File: src/rtl/irq_seq_pkg.sv
package irq_seq_pkg;

    // One state per bus cycle of each sequence.
    typedef enum logic [4:0] {
        ST_IDLE,
        ST_E_DUMMY, ST_E_PCL, ST_E_PCH, ST_E_X, ST_E_A, ST_E_CCR,
        ST_E_VHI, ST_E_VLO, ST_E_FETCH,
        ST_R_CCR, ST_R_A, ST_R_X, ST_R_PCH, ST_R_PCL, ST_R_OP, ST_R_OPND
    } seq_st_e;

endpackage

File: src/rtl/irq_arb.sv
module irq_arb #(
    parameter int NSRC    = 8,
    parameter int HW_BASE = 2,
    localparam int CW     = $clog2(NSRC)
) (
    input  logic [NSRC-1:0] req,
    input  logic            imask,
    output logic            any,
    output logic [CW-1:0]   code
);

    logic [NSRC-1:0] elig;

    for (genvar k = 0; k < NSRC; k++) begin : g_gate
        if (k < HW_BASE) begin : g_nomask
            assign elig[k] = req[k];
        end else begin : g_mask
            assign elig[k] = req[k] & ~imask;
        end
    end

    // Lowest index wins: scan from the top so the last hit is the lowest.
    always_comb begin
        code = '0;
        for (int k = NSRC - 1; k >= 0; k--) begin
            if (elig[k]) code = CW'(k);
        end
    end

    assign any = |elig;

endmodule

File: src/rtl/irq_vec_map.sv
module irq_vec_map #(
    parameter int             AW      = 16,
    parameter int             CW      = 3,
    parameter logic [AW-1:0]  VEC_TOP = {{(AW-1){1'b1}}, 1'b0}
) (
    input  logic [CW-1:0] code,
    output logic [AW-1:0] hi_addr,
    output logic [AW-1:0] lo_addr
);

    assign hi_addr = VEC_TOP - (AW'(code) << 1);
    assign lo_addr = hi_addr + AW'(1);

endmodule

File: src/rtl/irq_stack_seq.sv
module irq_stack_seq
    import irq_seq_pkg::*;
#(
    parameter int    DW      = 8,
    parameter int    NSRC    = 8,
    parameter int    HW_BASE = 2,
    parameter int    I_POS   = 3,
    localparam int   AW      = 2 * DW,
    parameter logic [2*DW-1:0] VEC_TOP = {{(2*DW-1){1'b1}}, 1'b0}
) (
    input  logic            clk,
    input  logic            rst_n,
    input  logic [NSRC-1:0] src_req,
    input  logic            boundary,
    input  logic            rti_go,
    input  logic [AW-1:0]   pc_in,
    input  logic [AW-1:0]   sp_in,
    input  logic [DW-1:0]   a_in,
    input  logic [DW-1:0]   x_in,
    input  logic [DW-1:0]   ccr_in,
    input  logic [DW-1:0]   rdata,
    output logic [AW-1:0]   addr,
    output logic [DW-1:0]   wdata,
    output logic            rw,
    output logic            busy,
    output logic            done,
    output logic [AW-1:0]   pc_out,
    output logic [AW-1:0]   sp_out,
    output logic [DW-1:0]   a_out,
    output logic [DW-1:0]   x_out,
    output logic [DW-1:0]   ccr_out
);

    localparam int          CW    = $clog2(NSRC);
    localparam logic [AW-1:0] FRAME = AW'(5);
    localparam logic [DW-1:0] IMASK = DW'(1) << I_POS;

    typedef struct packed {
        seq_st_e         st;
        logic            held_v;
        logic [CW-1:0]   held_code;
        logic            i_prev;
        logic [AW-1:0]   sp;
        logic [DW-1:0]   ra;
        logic [DW-1:0]   rx;
        logic [DW-1:0]   rc;
        logic [DW-1:0]   pch;
        logic [DW-1:0]   pcl;
    } state_t;

    state_t s_d, s_q;

    logic            arb_any;
    logic [CW-1:0]   arb_code;
    logic [AW-1:0]   vec_hi, vec_lo;
    logic [AW-1:0]   ret_addr;
    logic [AW-1:0]   pc_q;
    logic            held_v;
    logic [CW-1:0]   held_code;

    irq_arb #(.NSRC(NSRC), .HW_BASE(HW_BASE)) u_arb (
        .req   (src_req),
        .imask (ccr_in[I_POS]),
        .any   (arb_any),
        .code  (arb_code)
    );

    irq_vec_map #(.AW(AW), .CW(CW), .VEC_TOP(VEC_TOP)) u_vec (
        .code    (s_q.held_code),
        .hi_addr (vec_hi),
        .lo_addr (vec_lo)
    );

    assign ret_addr  = pc_in - AW'(1);
    assign pc_q      = {s_q.pch, s_q.pcl};
    assign held_v    = s_q.held_v;
    assign held_code = s_q.held_code;

    always_comb begin
        s_d        = s_q;
        s_d.i_prev = ccr_in[I_POS];
        addr       = '0;
        wdata      = '0;
        rw         = 1'b1;
        done       = 1'b0;
        unique case (s_q.st)
            ST_IDLE: begin
                if (boundary && s_q.held_v) begin
                    s_d.st     = ST_E_DUMMY;
                    s_d.held_v = 1'b0;
                    s_d.sp     = sp_in;
                    s_d.ra     = a_in;
                    s_d.rx     = x_in;
                    s_d.rc     = ccr_in;
                    s_d.pch    = ret_addr[AW-1:DW];
                    s_d.pcl    = ret_addr[DW-1:0];
                end else if (rti_go) begin
                    s_d.st = ST_R_CCR;
                    s_d.sp = sp_in;
                end else if (s_q.i_prev && !ccr_in[I_POS]) begin
                    s_d.held_v = 1'b0;
                end else if (!s_q.held_v && arb_any) begin
                    s_d.held_v    = 1'b1;
                    s_d.held_code = arb_code;
                end
            end
            ST_E_DUMMY: begin
                addr   = s_q.sp;
                s_d.st = ST_E_PCL;
            end
            ST_E_PCL: begin
                addr = s_q.sp; wdata = s_q.pcl; rw = 1'b0;
                s_d.st = ST_E_PCH;
            end
            ST_E_PCH: begin
                addr = s_q.sp - AW'(1); wdata = s_q.pch; rw = 1'b0;
                s_d.st = ST_E_X;
            end
            ST_E_X: begin
                addr = s_q.sp - AW'(2); wdata = s_q.rx; rw = 1'b0;
                s_d.st = ST_E_A;
            end
            ST_E_A: begin
                addr = s_q.sp - AW'(3); wdata = s_q.ra; rw = 1'b0;
                s_d.st = ST_E_CCR;
            end
            ST_E_CCR: begin
                addr = s_q.sp - AW'(4); wdata = s_q.rc; rw = 1'b0;
                s_d.rc = s_q.rc | IMASK;
                s_d.sp = s_q.sp - FRAME;
                s_d.st = ST_E_VHI;
            end
            ST_E_VHI: begin
                addr    = vec_hi;
                s_d.pch = rdata;
                s_d.st  = ST_E_VLO;
            end
            ST_E_VLO: begin
                addr    = vec_lo;
                s_d.pcl = rdata;
                s_d.st  = ST_E_FETCH;
            end
            ST_E_FETCH: begin
                addr   = pc_q;
                done   = 1'b1;
                s_d.st = ST_IDLE;
            end
            ST_R_CCR: begin
                addr = s_q.sp + AW'(1); s_d.rc = rdata;
                s_d.st = ST_R_A;
            end
            ST_R_A: begin
                addr = s_q.sp + AW'(2); s_d.ra = rdata;
                s_d.st = ST_R_X;
            end
            ST_R_X: begin
                addr = s_q.sp + AW'(3); s_d.rx = rdata;
                s_d.st = ST_R_PCH;
            end
            ST_R_PCH: begin
                addr = s_q.sp + AW'(4); s_d.pch = rdata;
                s_d.st = ST_R_PCL;
            end
            ST_R_PCL: begin
                addr = s_q.sp + FRAME; s_d.pcl = rdata;
                s_d.sp = s_q.sp + FRAME;
                s_d.st = ST_R_OP;
            end
            ST_R_OP: begin
                addr   = pc_q;
                s_d.st = ST_R_OPND;
            end
            ST_R_OPND: begin
                addr   = pc_q + AW'(1);
                done   = 1'b1;
                s_d.st = ST_IDLE;
            end
            default: s_d.st = ST_IDLE;
        endcase
    end

    always_ff @(posedge clk) begin
        if (!rst_n) begin
            s_q <= '{st: ST_IDLE, default: '0};
        end else begin
            s_q <= s_d;
        end
    end

    assign busy    = (s_q.st != ST_IDLE);
    assign pc_out  = pc_q;
    assign sp_out  = s_q.sp;
    assign a_out   = s_q.ra;
    assign x_out   = s_q.rx;
    assign ccr_out = s_q.rc;

endmodule

File: config.mk
export PLATFORM = sky130hd
export DESIGN_NAME = irq_stack_seq
export DESIGN_NICKNAME = d
export VERILOG_FILES = /design/src/rtl/irq_seq_pkg.sv /design/src/rtl/irq_arb.sv /design/src/rtl/irq_vec_map.sv /design/src/rtl/irq_stack_seq.sv
export SDC_FILE = /design/constraint.sdc
export NUM_CORES = 1
export LEC_CHECK = 0
export CAP_MARGIN = 20
export CORE_ASPECT_RATIO = 0.75
export CORE_UTILIZATION = 55
export DETAILED_ROUTE_END_ITERATION = 16
export PLACE_DENSITY_LB_ADDON = 0.3
export SETUP_SLACK_MARGIN = 0.2
export SYNTH_ARGS = -nofsm -noshare
export SYNTH_HDL_FRONTEND = slang
export SYNTH_SLANG_ARGS = --single-unit
File: constraint.sdc
create_clock -name clk -period 5.93 [get_ports clk]
set_clock_uncertainty 0.1 [all_clocks]
set_input_delay 1.186 -clock clk [delete_from_list [all_inputs] [get_ports clk]]
set_output_delay 1.186 -clock clk [all_outputs]
set_load 0.01 [all_outputs]
==> results.json <==
{
  "top_layer_used": "met4",
  "synth_edf_count": 0,
  "nNetsFinal": 1417,
  "leakage_uw": 0.00403,
  "yosys_most_used_dff": "dfxtp_1",
  "grt_max_degree": 63,
  "relSlewSlack": 0.256,
  "cp.required_ps": 4640,
  "start_util": 0.562,
  "placed_cells": 1485,
  "cts.clk_slew.worst_paths_ps": 60,
  "htree_levels": 3,
  "cts_root_buffer": "clkbuf_16",
  "numClockSinks": 66,
  "crit_chain": "buf_4 -> nand3_1 -> buf_4 -> ha_1 -> or4_1 -> o22a_1 -> a311oi_1 -> xor2_1 -> o211ai_1 -> clkdlybuf4s50_1",
  "hold_path_class": "flip-flop to flip-flop",
  "slew_viol_final": 0,
  "wl_per_cell_um": 21.7,
  "yosysSeqAreaShare": 0.155,
  "avgSynthCellArea_um2": 6.93,
  "vias": 10100,
  "wl_mm": 32.5,
  "status": "finished, final reports clean",
  "cts_buffers": 9,
  "ir_drop_mv": 0.335,
  "period_minus_slack_ps": 5500,
  "ys_top_cells_by_area": "dfxtp_1 (15%), ha_1 (6.9%), nand2_1 (6.8%)",
  "clock_path_buffers": 2,
  "drc": 0,
  "r2r_setup_slack_ps": 2790,
  "vias_per_cell": 6.75,
  "place_congestion": 0.992,
  "rsz0062_at_grt": "no",
  "drt-initial-drc-count": 1427,
  "dp_hpwl_mm": 23.7,
  "antenna_found_initial": 1,
  "synth_top_area_frac": 0.155,
  "rr_worst_depth": 10,
  "wl_met1_mm": 13.8,
  "worst_setup_path_end_kind": "output port",
  "instances_no_fill": 1500,
  "synth_common_cells": "nand2_1 (154), a21oi_1 (89), nor2_1 (86)",
  "n_antenna_cell": 0,
  "drtPass1Iterations": 7,
  "fill_cells": 1372,
  "die_h_um": 110,
  "cts_tree": "done",
  "wl_met2_mm": 13.2,
  "crit_path_end": "addr[11]",
  "ios": 159,
  "layout-drive-gt1-share": 0.0595,
  "ys_seq_elements": 66,
  "grt_use_total": 0.395,
  "drv_cap": 0,
  "grt_overflow": 0,
  "worst_slew_pin_slew_ps": 1110,
  "grt_pass1_wl_mm": 49.3,
  "min_from": "ccr_out[3]",
  "fin_tns_setup_ps": 0,
  "synth.distinct_cells": 80,
  "hold_viol": 0,
  "worstPathArrival_ps": 4210,
  "cp-start-kind": "flip-flop",
  "max_stage_delay_ps": 590,
  "critical_path_class": "flip-flop to output port",
  "powerDensity_nw_per_um2": 536,
  "grt_pass1_vias": 8789,
  "ys_async_sr_fraction": 0,
  "num_rows": 39,
  "dieArea_um2": 16000,
  "cts_setup_buffers": 0,
  "cp_common_cell": "buf_4",
  "crit_path_max_fanout": 37,
  "critPathTopFamily": "buffers and inverters",
  "syn_nets": 1357,
  "syn2layout_area_growth_pct": 20.0,
  "insertion_delay_ps": 340,
  "synth_top_area_cell": "dfxtp_1",
  "die_w_um": 146,
  "yosysWarnings": 0,
  "setup_viol": 0,
  "cp_num_buf_inv": 3,
  "ctsHoldBuffers": 0,
  "yosysMostFrequentCell": "nand2_1",
  "cp_num_cells": 10,
  "netlist_instances": 1231,
  "fmax_mhz": 182,
  "io_buffers": 158,
  "r2r_start": "s_q[62]",
  "synth_area_um2": 8530,
  "ant_nets": 0,
  "cp_slowest_cell": "clkdlybuf4s50_1",
  "finalCritPeriodShare": 0.927,
  "cts_resized": 0,
  "critPathLaunch": "s_q[62]",
  "core_um2": 15200,
  "wl_met3_mm": 4.73,
  "r2r_end": "sp_out[3]"
}
cell type report:
type                       instances  area [um^2]  area share
sequential                        66         1320       0.129
clock buffer                       9          225      0.0220
inverter                          22         86.3     0.00843
timing repair buffer             194         1850       0.180
tap                              205          256      0.0251
multi-input combinational        998         6390       0.624
clock inverter                     6          115      0.0112
logic make-up (layout without fill, tap and decap cells):
logic type      Yosys count  after routing  share of synthesized area
flops                    66             66                      0.155
compound gates          385            385                      0.310
buf+inv                 167            231                     0.0992
mux                       6              6                    0.00733
simple gates            485            485                      0.279
xor+xnor                 72             72                     0.0739
fa+ha+maj                50             50                     0.0760
tightest hold or removal path, delay by kind of cell (launching register included):
kind / cells / cell delay (ps)
flip-flops: 1 / 340
AO/OA/AOI/OAI: 1 / 50
AND/OR/NAND/NOR: 1 / 80
through the flow:
stage          area [um^2]  total power [uW]  hold slack [ps]   util  setup slack, ps
2_1_floorplan         8530              3460              359      -             1040
5_1_grt              10200              5840              455  0.675              222
3_5_place_dp          9880              4670              402  0.651              632
6_report             10200              5490              423  0.675              432
3_3_place_gp          9880              4610              397  0.651              676
4_1_cts              10200              5330              411  0.673              268
worst min path at each step:
stage,cells after the start,to
2_1_floorplan,2,ccr_out[3]
3_3_place_gp,2,ccr_out[3]
3_5_place_dp,2,ccr_out[3]
4_1_cts,2,ccr_out[3]
5_1_grt,2,ccr_out[3]
6_report,2,ccr_out[3]
sequential cells by signal (all words and copies together), names as in the netlist:
| signal | flops |
|---|---|
| held_code | 3 |
| held_v | 1 |
| x_out | 8 |
| s_q | 6 |
| sp_out | 16 |
| pc_out | 16 |
| a_out | 8 |
| ccr_out | 8 |
power by group:
part / switching [uW] / total (uW) / internal [uW] / leakage (uW)
sequential: 320 / 875 / 555 / 0.000538
combinational: 2240 / 3980 / 1740 / 0.00333
clock: 228 / 639 / 411 / 0.000162
total: 2780 / 5490 / 2710 / 0.00403
layout by cell type, fill, tap and decap left out, types with 6 or more instances in the layout:
| cell | Yosys | layout |
|---|---|---|
| and2_1 | 10 | 10 |
| a22oi_1 | 31 | 31 |
| nor3_1 | 36 | 36 |
| clkbuf_16 | 0 | 9 |
| buf_4 | 56 | 36 |
| o22ai_1 | 7 | 7 |
| dfxtp_1 | 66 | 66 |
| o221ai_1 | 7 | 7 |
| clkdlybuf4s50_1 | 0 | 157 |
| nand4_1 | 15 | 15 |
| nand2b_1 | 15 | 15 |
| or4_1 | 6 | 6 |
| nor2_1 | 86 | 85 |
| ha_1 | 47 | 47 |
| o21bai_1 | 10 | 10 |
| and3_1 | 9 | 8 |
| o211ai_1 | 16 | 16 |
| a221oi_1 | 12 | 12 |
| a21o_1 | 20 | 20 |
| a21boi_0 | 11 | 11 |
| nand3_1 | 80 | 79 |
| or3_1 | 14 | 14 |
| o211a_1 | 24 | 24 |
| inv_1 | 21 | 21 |
| o21ai_0 | 65 | 65 |
| a31oi_1 | 12 | 12 |
| nor4_1 | 13 | 12 |
| o21a_1 | 9 | 9 |
| a21oi_1 | 89 | 89 |
| nor2b_1 | 20 | 20 |
| nand2_1 | 154 | 154 |
| xor2_1 | 26 | 26 |
| a211oi_1 | 24 | 24 |
| xnor2_1 | 46 | 46 |
| nor3b_1 | 6 | 6 |
layer usage:
| metal | up-vias | track usage |
|---|---|---|
| li1 | 4615 | - |
| met1 | 4679 | 0.563 |
| met2 | 751 | 0.584 |
| met3 | 83 | 0.101 |
| met4 | 0 | 0.101 |
| met5 | - | 0 |
Note: power is estimated with default switching activity, not from simulation.
